### src/rtl/regacc_pkg.sv
`timescale 1ns/1ps
package regacc_pkg;
    localparam int AW         = 5;
    localparam int DW         = 16;
    localparam int POLL_LIMIT = 16;
    localparam int BUSY_BIT   = DW - 1;
    localparam logic [AW-1:0] CMD_REG  = AW'(0);
    localparam logic [AW-1:0] DATA_REG = AW'(1);

    typedef enum logic [2:0] {
        ST_IDLE,
        ST_DIRECT,
        ST_POLL_PRE,
        ST_WDATA,
        ST_CMD,
        ST_POLL_POST,
        ST_RDATA
    } st_e;

    typedef struct packed {
        st_e           st;
        logic          wait_rsp;
        logic          wr;
        logic [AW-1:0] dev;
        logic [AW-1:0] rnum;
        logic [AW-1:0] sw;
        logic [DW-1:0] wdata;
        logic          cpl;
        logic          err;
        logic          tmo;
        logic [DW-1:0] rdata;
    } ctx_t;
endpackage

### src/rtl/regacc_cmd_enc.sv
`timescale 1ns/1ps
module regacc_cmd_enc
    import regacc_pkg::*;
(
    input  logic          is_wr,
    input  logic [AW-1:0] dev,
    input  logic [AW-1:0] rnum,
    output logic [DW-1:0] word
);
    // start bit, two zero bits, fixed-one bit, read-op bit, write-op bit, dev, reg
    localparam logic [3:0] HEAD = 4'b1001;

    always_comb begin
        word = {HEAD, ~is_wr, is_wr, dev, rnum};
    end
endmodule

### src/rtl/regacc_poll_ctr.sv
`timescale 1ns/1ps
module regacc_poll_ctr #(
    parameter int LIMIT = 16
) (
    input  logic clk,
    input  logic rst_n,
    input  logic clr,
    input  logic inc,
    output logic last
);
    localparam int CW = (LIMIT > 1) ? $clog2(LIMIT) : 1;

    logic [CW-1:0] cnt_d, cnt_q;

    always_comb begin
        cnt_d = cnt_q;
        if (clr) begin
            cnt_d = '0;
        end else if (inc) begin
            cnt_d = cnt_q + 1'b1;
        end
    end

    assign last = (cnt_q == CW'(LIMIT - 1));

    always_ff @(posedge clk) begin
        if (!rst_n) begin
            cnt_q <= '0;
        end else begin
            cnt_q <= cnt_d;
        end
    end

    AST_POLL_STOPS_AT_LIMIT: assert property (@(posedge clk) disable iff (!rst_n)
        last |-> !inc) else $error("poll count stepped past its limit");
endmodule

### src/rtl/regacc_seq.sv
`timescale 1ns/1ps
module regacc_seq
    import regacc_pkg::*;
(
    input  logic          clk,
    input  logic          rst_n,
    input  logic [AW-1:0] sw_addr,
    input  logic          req_valid,
    output logic          req_ready,
    input  logic          req_write,
    input  logic [AW-1:0] req_dev,
    input  logic [AW-1:0] req_reg,
    input  logic [DW-1:0] req_wdata,
    output logic          cpl_valid,
    output logic          cpl_err,
    output logic          cpl_timeout,
    output logic [DW-1:0] cpl_rdata,
    output logic          bus_req_valid,
    input  logic          bus_req_ready,
    output logic          bus_req_write,
    output logic [AW-1:0] bus_req_phy,
    output logic [AW-1:0] bus_req_reg,
    output logic [DW-1:0] bus_req_wdata,
    input  logic          bus_rsp_valid,
    input  logic          bus_rsp_err,
    input  logic [DW-1:0] bus_rsp_rdata
);
    ctx_t          ctx_d, ctx_q;
    logic [DW-1:0] cmd_word;
    logic          is_poll;
    logic          busy_seen;
    logic          poll_last;
    logic          poll_inc;

    regacc_cmd_enc u_enc (
        .is_wr (ctx_q.wr),
        .dev   (ctx_q.dev),
        .rnum  (ctx_q.rnum),
        .word  (cmd_word)
    );

    assign is_poll   = (ctx_q.st == ST_POLL_PRE) || (ctx_q.st == ST_POLL_POST);
    assign busy_seen = bus_rsp_rdata[BUSY_BIT];
    assign poll_inc  = is_poll && ctx_q.wait_rsp && bus_rsp_valid && !bus_rsp_err
                       && busy_seen && !poll_last;

    regacc_poll_ctr #(.LIMIT(POLL_LIMIT)) u_poll (
        .clk   (clk),
        .rst_n (rst_n),
        .clr   (!is_poll),
        .inc   (poll_inc),
        .last  (poll_last)
    );

    // bus operation implied by the current step
    always_comb begin
        bus_req_valid = (ctx_q.st != ST_IDLE) && !ctx_q.wait_rsp;
        bus_req_write = 1'b0;
        bus_req_phy   = ctx_q.sw;
        bus_req_reg   = CMD_REG;
        bus_req_wdata = '0;
        case (ctx_q.st)
            ST_DIRECT: begin
                bus_req_write = ctx_q.wr;
                bus_req_phy   = ctx_q.dev;
                bus_req_reg   = ctx_q.rnum;
                bus_req_wdata = ctx_q.wdata;
            end
            ST_WDATA: begin
                bus_req_write = 1'b1;
                bus_req_reg   = DATA_REG;
                bus_req_wdata = ctx_q.wdata;
            end
            ST_CMD: begin
                bus_req_write = 1'b1;
                bus_req_wdata = cmd_word;
            end
            ST_RDATA: begin
                bus_req_reg   = DATA_REG;
            end
            default: begin
            end
        endcase
    end

    // next-state computation
    always_comb begin
        ctx_d     = ctx_q;
        ctx_d.cpl = 1'b0;
        if (ctx_q.st == ST_IDLE) begin
            if (req_valid) begin
                ctx_d.st       = (sw_addr == '0) ? ST_DIRECT : ST_POLL_PRE;
                ctx_d.wait_rsp = 1'b0;
                ctx_d.wr       = req_write;
                ctx_d.dev      = req_dev;
                ctx_d.rnum     = req_reg;
                ctx_d.sw       = sw_addr;
                ctx_d.wdata    = req_wdata;
                ctx_d.err      = 1'b0;
                ctx_d.tmo      = 1'b0;
                ctx_d.rdata    = '0;
            end
        end else if (!ctx_q.wait_rsp) begin
            if (bus_req_ready) begin
                ctx_d.wait_rsp = 1'b1;
            end
        end else if (bus_rsp_valid) begin
            ctx_d.wait_rsp = 1'b0;
            if (bus_rsp_err) begin
                ctx_d.st  = ST_IDLE;
                ctx_d.cpl = 1'b1;
                ctx_d.err = 1'b1;
            end else begin
                case (ctx_q.st)
                    ST_DIRECT: begin
                        ctx_d.st  = ST_IDLE;
                        ctx_d.cpl = 1'b1;
                        if (!ctx_q.wr) begin
                            ctx_d.rdata = bus_rsp_rdata;
                        end
                    end
                    ST_POLL_PRE, ST_POLL_POST: begin
                        if (busy_seen) begin
                            if (poll_last) begin
                                ctx_d.st  = ST_IDLE;
                                ctx_d.cpl = 1'b1;
                                ctx_d.tmo = 1'b1;
                            end
                        end else if (ctx_q.st == ST_POLL_PRE) begin
                            ctx_d.st = ctx_q.wr ? ST_WDATA : ST_CMD;
                        end else if (ctx_q.wr) begin
                            ctx_d.st  = ST_IDLE;
                            ctx_d.cpl = 1'b1;
                        end else begin
                            ctx_d.st = ST_RDATA;
                        end
                    end
                    ST_WDATA: ctx_d.st = ST_CMD;
                    ST_CMD:   ctx_d.st = ST_POLL_POST;
                    ST_RDATA: begin
                        ctx_d.st    = ST_IDLE;
                        ctx_d.cpl   = 1'b1;
                        ctx_d.rdata = bus_rsp_rdata;
                    end
                    default:  ctx_d.st = ST_IDLE;
                endcase
            end
        end
    end

    always_ff @(posedge clk) begin
        if (!rst_n) begin
            ctx_q <= '0;
        end else begin
            ctx_q <= ctx_d;
        end
    end

    assign req_ready   = (ctx_q.st == ST_IDLE);
    assign cpl_valid   = ctx_q.cpl;
    assign cpl_err     = ctx_q.cpl & ctx_q.err;
    assign cpl_timeout = ctx_q.cpl & ctx_q.tmo;
    assign cpl_rdata   = ctx_q.cpl ? ctx_q.rdata : '0;

    AST_BUSY_AFTER_ACCEPT: assert property (@(posedge clk) disable iff (!rst_n)
        (req_valid && req_ready) |=> !req_ready) else $error("accepted while busy");
    AST_READY_AT_CPL: assert property (@(posedge clk) disable iff (!rst_n)
        cpl_valid |-> req_ready) else $error("not idle at completion");
    AST_BUS_HOLD: assert property (@(posedge clk) disable iff (!rst_n)
        (bus_req_valid && !bus_req_ready) |=> (bus_req_valid && $stable(bus_req_write)
        && $stable(bus_req_phy) && $stable(bus_req_reg) && $stable(bus_req_wdata)))
        else $error("bus request changed while stalled");
    AST_ONE_OUTSTANDING: assert property (@(posedge clk) disable iff (!rst_n)
        (bus_req_valid && bus_req_ready) |=> !bus_req_valid) else $error("second operation in flight");
    AST_CPL_PULSE: assert property (@(posedge clk) disable iff (!rst_n)
        cpl_valid |=> !cpl_valid) else $error("completion longer than one cycle");
    AST_CPL_FLAGS_EXCL: assert property (@(posedge clk) disable iff (!rst_n)
        cpl_valid |-> !(cpl_err && cpl_timeout)) else $error("both failure flags");
    AST_ERR_NO_DATA: assert property (@(posedge clk) disable iff (!rst_n)
        (cpl_valid && (cpl_err || cpl_timeout)) |-> (cpl_rdata == '0)) else $error("data on failure");
endmodule

### config.mk
export PLATFORM = sky130hd
export DESIGN_NAME = regacc_seq
export DESIGN_NICKNAME = d
export VERILOG_FILES = /design/src/rtl/regacc_pkg.sv /design/src/rtl/regacc_cmd_enc.sv /design/src/rtl/regacc_poll_ctr.sv /design/src/rtl/regacc_seq.sv
export SDC_FILE = /design/constraint.sdc
export NUM_CORES = 1
export LEC_CHECK = 0
export ABC_AREA = 0
export BUFFER_PORTS_ARGS = -buffer_cell sky130_fd_sc_hd__buf_2
export CORE_MARGIN = 2
export CORE_UTILIZATION = 53
export CTS_CLUSTER_SIZE = 30
export DETAILED_ROUTE_END_ITERATION = 12
export GPL_TIMING_DRIVEN = 0
export PLACE_DENSITY = 0.85
export SYNTH_ARGS = -nofsm -noshare
export SYNTH_HDL_FRONTEND = slang
export SYNTH_SLANG_ARGS = --single-unit
### constraint.sdc
create_clock -name clk -period 3.24 [get_ports clk]
set_clock_uncertainty 0.1 [all_clocks]
set_input_delay 0.486 -clock clk [delete_from_list [all_inputs] [get_ports clk]]
set_output_delay 0.486 -clock clk [all_outputs]
set_load 0.01 [all_outputs]
# [Word level (Yosys, flattened, before mapping)]
# Cells that the tools add are included.
[op_classes] eq_ne=11 div_mod_pow=0 shifts=0 multipliers=0 muxes=36 reduce_logical=32 addsub=1 n_bitwise=6 n_lt_le_gt_ge=0
[op_table] cell="$mux 18" count=4
[op_table] cell="$pmux 16 s2" count=2
[op_table] cell="$mux 36" count=1
[op_table] cell="$mux 16" count=2
[op_table] cell="$mux 3" count=7
[op_table] cell="$mux 17" count=1
[op_table] cell="$reduce_bool 2->1" count=6
[op_table] cell="$mux 1" count=11
[op_table] cell="$pmux 5 s2" count=1
[op_table] cell="$reduce_or 2->1" count=5
[op_table] cell="$eq 3x3->1 const B" count=3
[op_table] cell="$pmux 3 s3" count=1
[op_table] cell="$mux 4" count=2
[op_table] cell="$reduce_and 4->1" count=2
[op_table] cell="$reduce_and 7->1" count=1
[op_table] cell="$eq 3x2->1 const B" count=2
[op_table] cell="$logic_and 1x1->1" count=6
[op_table] cell="$reduce_and 6->1" count=1
[op_table] cell="$reduce_bool 3->1" count=2
[op_table] cell="$logic_not 5->1" count=1
[op_table] cell="$mux 5" count=1
[op_table] cell="$ne 5x5->1 const B" count=1
[op_table] cell="$add 4x1->4 const B" count=1
[op_table] cell="$eq 4x4->1 const B" count=1
[op_table] cell="other kinds (12)" count=21
[totals] ram_bits=0 output_inout_bits=48 latch_bits=0 regBits=59 rom_bits=0 word_cells=98 input_bits=54 n_memories=0

# [Depth between registers and ports, before layout]
[depth] word_depth=8 ltp_mapped=8 mapped_depth_nobuf=6

# [Hierarchy]
# From an unflattened synthesis, not the netlist that was laid out.
[unflattened] hier_cells=377 hier_area_um2=3072.9
[by_module_without_submodules] mod="regacc_seq" seq_area_each_um2=1101.1 cells_each=341 n_inst=1 area_per_inst_um2=2760.1
[by_module_without_submodules] mod="regacc_poll_ctr" seq_area_each_um2=80.1 cells_each=18 n_inst=1 area_per_inst_um2=188.9
[by_module_without_submodules] mod="regacc_cmd_enc" seq_area_each_um2=0.0 cells_each=18 n_inst=1 area_per_inst_um2=123.9

# [Worst setup path before layout]
# OpenSTA, ideal clock, no wires.
[synth_timing] path_kind="flip-flop to output port" from="register ctx_q[53] in the netlist's numbering" to="output bus_req_wdata[0]" stages_incl_launch_ff=5 required_time_ns=2.654 arrival_ns=1.485 slack_ns=1.169 n_path_buf=2 cell_sequence="dfxtp_1 clkbuf_1 nor3b_1 clkbuf_1 a22o_1"
[synth_between] elab_chain_cells=3 word_cells_on_any_way=5 cone_classes="3 x eq/ne; 1 x mux; 1 x reduce/logical"
[synth_rtl] item="start: declaration" line="regacc_seq.sv:28" text="ctx_t ctx_d, ctx_q;"
[synth_rtl] item="start signal: assignment" line="regacc_seq.sv:155" text="ctx_q <= ctx_d;"
[synth_rtl] item="$eq 3x2->1 / $eq 3x1->1 (equally long branches)" line="regacc_seq.sv:62" text="case (ctx_q.st)"
[synth_rtl] item="$reduce_or 2->1 (no source line)"
[synth_rtl] item="$pmux 16 s2 (*)" line="regacc_seq.sv:62"
[synth_rtl] item="end: declaration" line="regacc_seq.sv:23" text="output logic [DW-1:0] bus_req_wdata,"
# Every way passes the cells marked *; elsewhere a longest branch is shown, timed or not.

# [Worst setup path in the final report]
[layout_timing] from="register ctx_q[53] in the netlist's numbering" to="output bus_req_wdata[4]"
# Same word-level chain as after synthesis.

==> results.md <==
* Status: finished clean
* Via density at 5.37
* Int Power at 1.24 mW
* RD Place Congestion at 0.920
* Core ar. at 0.00511 mm^2
* Synth cell count leaders: nand2_1, dfxtp_1, a21oi_1
* Sw power at 0.511 mW
* Fin nets at 528
* Clock power frac at 36.6%
* GRT Util Overall at 26.9%
* Yosys reg bits at 59
* Number of H-tree levels at 3
* Total global routing overflow at 0
* Crit Path Category: flip-flop to output pin
* CTS tree: yes
* Initial antenna violation count at 0
* Worst r2r src: ctx_q[54]$_SDFFE_PN0P_
* FP Rows at 26
* Hold Crit Start: req_wdata[8]
* Predominant post-synthesis flop cell: dfxtp_1
* Pleak at 1.63 nW
* Area grow syn2layout at 27.7%
* Crit. End Element: output pin
* RSZ-0062 raised after global routing: no
* CP required at 2.65 ns
* Global-route wire length before repair at 12800 um
* CP max stage delay at 0.71 ns
* Crit path time final at 2.99 ns
* Fin crit share at 92.3%
* Longest Clk Path Bufs at 2
* Hpwl dp at 5520 um
* DRC viols at 0
* # IOs at 102
* Ys async rst share at 0%
* Comb power frac at 18.0%
* Crit-path max FO at 10
* Peak VDD IR at 0.300 mV
* Layout cell share with drive strength beyond 1 at 27.3%
* Cell area after synthesis at 0.00281 mm^2
* Wire per inst at 14.2 um
* DIE AREA at 0.00590 mm^2
* Area leader, netlist: dfxtp_1
* Die outline height at 76.8 um
* Total CTS buffers at 9
* Final Non-Filler Cells at 546
* Fmax at 0.334 GHz
* CP max stage cell: nor3b_1
* Sink Count at 59
* FF-to-FF setup slack at 1.13 ns
* Critical path cell sequence: clkbuf_1, nor3b_1, clkbuf_1, a22o_1, buf_2
* Vias in the first global route at 2647
* Syn Nets at 416
* CTS-repair resized insts at 0
* Largest net degree at the start of global routing at 11
* Yosys top cell area share at 42.0%
* DR vias at 2933
* Post-DRT Antenna Nets at 0
* Top post-synthesis cells by area: dfxtp_1, a21oi_1, nand2_1
* Worst Tran Pin Value at 0.820 ns
* R2r worst-path depth at 7
* Synth unique cells at 39
* Initial core utilization at 55.0%
* Count leader, synth: nand2_1
* Worst Hold Path EP: ctx_q[27]$_SDFFE_PN0P_
* Post-synth EDFFs at 0
* Detailed Routing Iterations Pass 1 at 5
* Worst-Skew Late Latency at 0.34 ns
* MaxCap Viol Count at 0
* Post-CTS Setup Bufs at 0
* Diode count at 0
* Yosys warns at 0
* Final setup viols at 0
* Syn_area_per_cell at 7.82 um^2
* Worst-path clk slew at 0.06 ns
* Fin. max-slew vios at 0
* Die Span X at 76.8 um
* Pwr dens at 488 mW/mm^2
* Slew Limit Headroom at 45.2%
* Sw frac at 29.2%
* Final Hold Viols at 0
* PortBufs at 101
* Placed cell count at 530
* Sequential cell area fraction in the yosys report at 42.0%
* Startpoint types: flip-flop
* CP Data Arrival Time at 2.40 ns
* TNS Setup at 0 ns
* Hold depth at 3
* Post-CTS Hold Fix Bufs at 0
* Worst min-delay path category: primary input to flip-flop
* Starting DRT DRC Count at 146
* Critical R2R Capture: ctx_q[10]$_SDFFE_PN0P_
* Worst path top cell family by delay: buffers and inverters
* Synth Instances at 359
* Clk root buf: clkbuf_8
* Cell mode on critical path: clkbuf_1
* Register share of total power at 45.4%
* WL final at 7730 um
* Critical path buffers and inverters at 3
==> worst max path at each step <==
stage	from	endpoint	slack (ns)	cells past startpoint
after floorplan	ctx_q[53]$_SDFFE_PN0P_	bus_req_wdata[0]	1.17	4
after CTS	ctx_q[53]$_SDFFE_PN0P_	bus_req_wdata[4]	0.31	5
final	ctx_q[53]$_SDFFE_PN0P_	bus_req_wdata[4]	0.25	5
after global routing	ctx_q[53]$_SDFFE_PN0P_	bus_req_wdata[6]	0.14	5
after detailed placement	ctx_q[53]$_SDFFE_PN0P_	bus_req_wdata[4]	0.67	5
after global placement	ctx_q[53]$_SDFFE_PN0P_	bus_req_wdata[9]	0.70	5
==> logic make-up after synthesis <==
kind of cell    share of synthesized area, %
compound gates                          19.9
buf+inv                                 5.52
flops                                   42.0
mux                                     2.00
fa+ha+maj                               1.34
simple gates                            29.2
==> layout make-up <==
type	count	area (um^2)
buffer	27	125
clock buffer	11	131
clock inverter	5	53.8
fill	441	1520
inverter	8	30.0
multi-input combinational	265	1470
sequential	59	1180
tap	70	87.6
timing repair buffer	101	505
==> cell usage in the layout, fill, tap and decap left out, drive strengths merged, types with 2 or more instances in the layout <==
master	instances
buf	112
nand2	73
dfxtp	59
a21oi	56
nand3	35
clkbuf	27
and2	26
a22o	12
inv	8
nor2b	6
nor2	6
mux2	5
o21ai	5
nand2b	4
clkinv	4
or3	3
nor3	3
a211o	3
ha	3
a21o	2
o2111ai	2
nand3b	2
o31ai	2
or4	2
o311a	2
==> tightest hold or removal path, stage by stage <==
cell,delay (ns)
buf_2,0.10
nand2_1,0.04
a21oi_1,0.05
==> state kept, by name, summed over array words and instances (netlist names) <==
signal        count
ctx_q            54
u_poll.cnt_q      4
cpl_valid         1
==> through the flow <==
stage	hold slack (ns)	utilization (%)	worst slack, ns	cell area [um^2]	power (mW)
global route	0.285	70.2	0.140	3590	1.84
floorplan	0.318	-	1.17	2810	1.00
global placement	0.334	66.6	0.697	3400	1.11
CTS	0.278	70.2	0.308	3590	1.76
finish	0.285	70.2	0.250	3590	1.75
detailed placement	0.339	66.6	0.666	3400	1.12
==> routing by layer <==
metal | share of wire (%) | GRT usage, % | up-vias | wire length [um]
met5 | 0 | 0 | - | 0
met1 | 44 | 36.3 | 1320 | 3420
met3 | 7.9 | 4.71 | 11 | 607
met4 | 1.3 | 10.5 | 0 | 103
li1 | - | - | 1468 | -
met2 | 47 | 42.7 | 134 | 3600
==> power by group through the flow <==
stage | clock network (mW) | registers [mW] | logic [mW]
5_1_grt | 0.689 | 0.799 | 0.351
3_5_place_dp | 0 | 0.810 | 0.310
3_3_place_gp | 0 | 0.807 | 0.307
4_1_cts | 0.650 | 0.794 | 0.312
2_1_floorplan | 0 | 0.800 | 0.203
6_report | 0.640 | 0.795 | 0.315
(Power assumes the default switching activity.)
